--- config.mk ---
export PLATFORM = sky130hd
export DESIGN_NAME = rx_match_flagger
export DESIGN_NICKNAME = d
export VERILOG_FILES = /design/src/rtl/rx_match_flagger.sv
export SDC_FILE = /design/constraint.sdc
export NUM_CORES = 1
export LEC_CHECK = 0
export ABC_AREA = 1
export ABC_CLOCK_PERIOD_IN_PS = 1750
export CORE_MARGIN = 2
export CORE_UTILIZATION = 38
export CTS_CLUSTER_SIZE = 25
export DETAILED_ROUTE_END_ITERATION = 7
export GPL_TIMING_DRIVEN = 0
export HOLD_SLACK_MARGIN = 0.05
export PLACE_DENSITY = 0.8
export SLEW_MARGIN = 20
export SYNTH_ARGS = -nofsm -noshare
export SYNTH_HDL_FRONTEND = slang
export SYNTH_SLANG_ARGS = --single-unit
--- constraint.sdc ---
create_clock -name clk -period 1.75 [get_ports clk]
set_input_delay 0.2625 -clock clk [delete_from_list [all_inputs] [get_ports clk]]
set_output_delay 0.2625 -clock clk [all_outputs]
set_load 0.01 [all_outputs]
--- src/rtl/rx_match_flagger.sv ---
module rx_match_flagger #(
  parameter int CHAR_W = 8,
  parameter int FC_W   = 4
) (
  input  logic              clk,
  input  logic              rst_n,
  input  logic              detect_en,
  input  logic [FC_W-1:0]   swfc_en,
  input  logic [1:0]        word_len,
  input  logic [CHAR_W-1:0] match_char,
  input  logic              rx_valid,
  input  logic [CHAR_W-1:0] rx_char,
  input  logic              status_rd,
  output logic              fifo_we,
  output logic [CHAR_W-1:0] fifo_data,
  output logic              hit_flag
);
  localparam logic [1:0] LEN_TOP = 2'd3;

  logic [1:0]        drop_bits;
  logic [CHAR_W-1:0] len_mask;
  logic [CHAR_W-1:0] rx_masked;
  logic              armed;
  logic              hit_now;

  assign drop_bits = LEN_TOP - word_len;
  assign len_mask  = {CHAR_W{1'b1}} >> drop_bits;
  assign rx_masked = rx_char & len_mask;
  assign armed     = detect_en && (swfc_en == '0);
  assign hit_now   = rx_valid && armed && (rx_masked == (match_char & len_mask));

  always_ff @(posedge clk or negedge rst_n) begin
    if (!rst_n) begin
      fifo_we   <= 1'b0;
      fifo_data <= '0;
    end else begin
      fifo_we <= rx_valid;
      if (rx_valid) fifo_data <= rx_masked;
    end
  end

  always_ff @(posedge clk or negedge rst_n) begin
    if (!rst_n)         hit_flag <= 1'b0;
    else if (hit_now)   hit_flag <= 1'b1;
    else if (status_rd) hit_flag <= 1'b0;
  end
endmodule

==> results.sh <==
export IMPL_clock_sinks=10
export IMPL_outcome="completed"
export IMPL_cts_buffers_inserted=3
export IMPL_multiInputGateArea_um2=237.7
export IMPL_clock_skew_ns=0
export IMPL_synth_top_family_by_area="simple AND/OR/NAND/NOR gates"
export IMPL_synth_seq_area_share_pct=42.74
export IMPL_place_congestion=0.7266
export IMPL_hold_violations=0
export IMPL_synth_xor_area_share_pct=0
export IMPL_wl_per_cell_um=9.966
export IMPL_clk_path_buf_depth=2
export IMPL_instances_no_fill=149
export IMPL_stdcell_area_um2=1002
export IMPL_syn_nets=120
export IMPL_peakVddDrop_v=0.0003532
export IMPL_drt_wl_total_um=1485
export IMPL_drc=0
export IMPL_worst_slew_pin_slew_ns=0.4454
export IMPL_fin_crit_ns=1.436
export IMPL_dieArea_um2=1871
export IMPL_yosys_area_top_type="dfrtp_1"
export IMPL_drt_iter0_markers=7
export IMPL_end_kind="output port"
export IMPL_ys_seq_elements=10
export IMPL_use_met1_pct=17.69
export IMPL_drive_gt1_share_pct=3.759
export IMPL_cp_max_fo=2
export IMPL_timing_final_crit_share_pct=82.08
export IMPL_cts_tree="built"
export IMPL_critPathKind="reg2out"
export IMPL_syn_avg_cell_area_um2=6.296
export IMPL_total_leakage_power_nw=0.5462
export IMPL_clk_latency_ns=0.26
export IMPL_grt_pass1_wl_um=2332
export IMPL_critPathMaxStageDelay_ns=0.55
export IMPL_synth_compound_area_share_pct=5.128
export IMPL_cp_buffers_inverters=1
export IMPL_grt_pass1_vias=596
export IMPL_htreeDepth=1
export IMPL_hp_class="in2async"
export IMPL_yosys_warnings=0
export IMPL_maxSlewHeadroom_pct=70.21
export IMPL_diodes=0
export IMPL_dr_total_vias=668
export IMPL_dp_hpwl_um=1247
export IMPL_dpl_cell_area_um2=965.9
export IMPL_hold_buffers=0
export IMPL_pin_count=37
export IMPL_grt_max_degree=11
export IMPL_drv_slew=0
export IMPL_synth_most_common_cell="nand2_1"
export IMPL_dieHeight_um=43.26
export IMPL_synth_cells=93
export IMPL_fp_row_count=14
export IMPL_core_um2=1471
export IMPL_die_w_um=43.26
export IMPL_vias_per_cell=4.483
export IMPL_setup_viol=0
export IMPL_yosys_area_share_simple_pct=35.47
export IMPL_synth_cell_type_count=9
export IMPL_muxShareOfSynthArea_pct=0
export IMPL_netlist_area_um2=585.6
export IMPL_async_flop_share_pct=100.0
export IMPL_grt_total_usage_pct=16.96
export IMPL_initial_utilization_pct=39.80
export IMPL_use_met3_pct=5.106
export IMPL_powerDensity_nw_per_um2=634.1
export IMPL_grt_busiest_layer="met2"
export IMPL_ys_flop_type="dfrtp_1"
export IMPL_firstDrtPassIters=4
export IMPL_startpoint_type="flop"
export IMPL_fin_tns_setup_ns=0
export IMPL_synth_edff_count=0
export IMPL_fmax_ghz=0.6961
export IMPL_fin_util_pct=68.11
export IMPL_fill_cells=126
export IMPL_synth_fa_ha_area_share_pct=0
export IMPL_seqCellArea_um2=250.2
export IMPL_antenna_found_initial=0
export IMPL_maxCapViolations=0
export IMPL_num_nets_final=161
export IMPL_post_cts_repair_setup_buffers=0
export IMPL_placed_cells=145
export IMPL_path_delay_family="buffers and inverters"
export IMPL_critPathRequiredTime_ns=1.49
export IMPL_cp_cell_sequence="clkdlybuf4s50_1"
export IMPL_io_buffers=36
export IMPL_slowest_stage="clkdlybuf4s50_1"
export IMPL_yosysTopAreaCellShare_pct=42.74
export IMPL_grt_overflow_total=0
export IMPL_synthToLayoutAreaGrowth_pct=71.15
export IMPL_cts_reportedPaths_clkPinSlew_ns=0.07
export IMPL_cp_arrival_ns=1.17
export IMPL_antenna_left=0
export IMPL_synth_area_leaders="dfrtp_1 43%, nand2_1 26%, inv_1 15%"
export IMPL_rsz0062_at_grt="false"
export IMPL_grtUsageMet2_pct=31.64
export IMPL_ctsRootBufferMaster="clkbuf_4"
export IMPL_postCtsResizedCells=0
export IMPL_netlist_top_cells_count="40 x nand2_1, 23 x inv_1, 10 x dfrtp_1, 7 x nor2_1"
## layer usage
layer	vias up	wire, um	part of all wire [%]
met4	0	32	2.2
met1	288	589	40
met2	25	766	52
met5	-	0	0
li1	351	-	-
met3	4	96	6.5
## cell type report
cell class	count	area share, %
buffer	1	1.124
clock buffer	4	3.620
inverter	23	8.614
multi-input combinational	59	23.72
sequential	10	24.97
tap	16	1.998
timing repair buffer	36	35.96
## cells in the final DEF, fill, tap and decap left out, drive strengths merged
cell type / n
o21ai: 6
nand3: 5
nand4: 1
inv: 23
clkbuf: 4
clkdlybuf4s50: 36
nand2: 40
buf: 1
dfrtp: 10
nor2: 7
## worst paths after layout
path	from	endpoint	slack, ns	cells after the start
setup / recovery	hit_flag$_DFFE_PN0P_	hit_flag	0.31	1
hold / removal	rst_n	fifo_we$_DFF_PN0_	0.31	1
setup reg to reg	fifo_data[3]$_DFFE_PN0P_	fifo_data[3]$_DFFE_PN0P_	1.09	2
hold reg to reg	fifo_data[7]$_DFFE_PN0P_	fifo_data[7]$_DFFE_PN0P_	0.49	2
max in group asynchronous	rst_n	fifo_data[5]$_DFFE_PN0P_	1.14	1
min in group clk	fifo_data[7]$_DFFE_PN0P_	fifo_data[7]$_DFFE_PN0P_	0.49	2
## sequential cells by signal, indices dropped and copies added (netlist names)
register   flops
fifo_we        1
fifo_data      8
hit_flag       1
## through the flow
stage / total power, mW / worst slack, ns / hold slack, ns
CTS: 0.6425 / 0.3083 / 0.3219
floorplan: 0.3159 / 0.9889 / -0.03309
detailed placement: 0.4300 / 0.3231 / 0.4678
finish: 0.6355 / 0.3135 / 0.3056
global placement: 0.4233 / 0.3467 / 0.4636
global route: 0.6659 / 0.2787 / 0.3383
## power breakdown
part	switching [mW]	leakage [nW]	internal, mW	total [mW]
logic	0.0669	0.400	0.101	0.168
registers	0.00850	0.126	0.248	0.256
clock network	0.0856	0.0210	0.126	0.212
total	0.161	0.546	0.474	0.635
## cell families after synthesis
family | Yosys count
simple gates | 53
buf+inv | 24
flops | 10
compound gates | 6
Power figures use the tool's default switching activity.
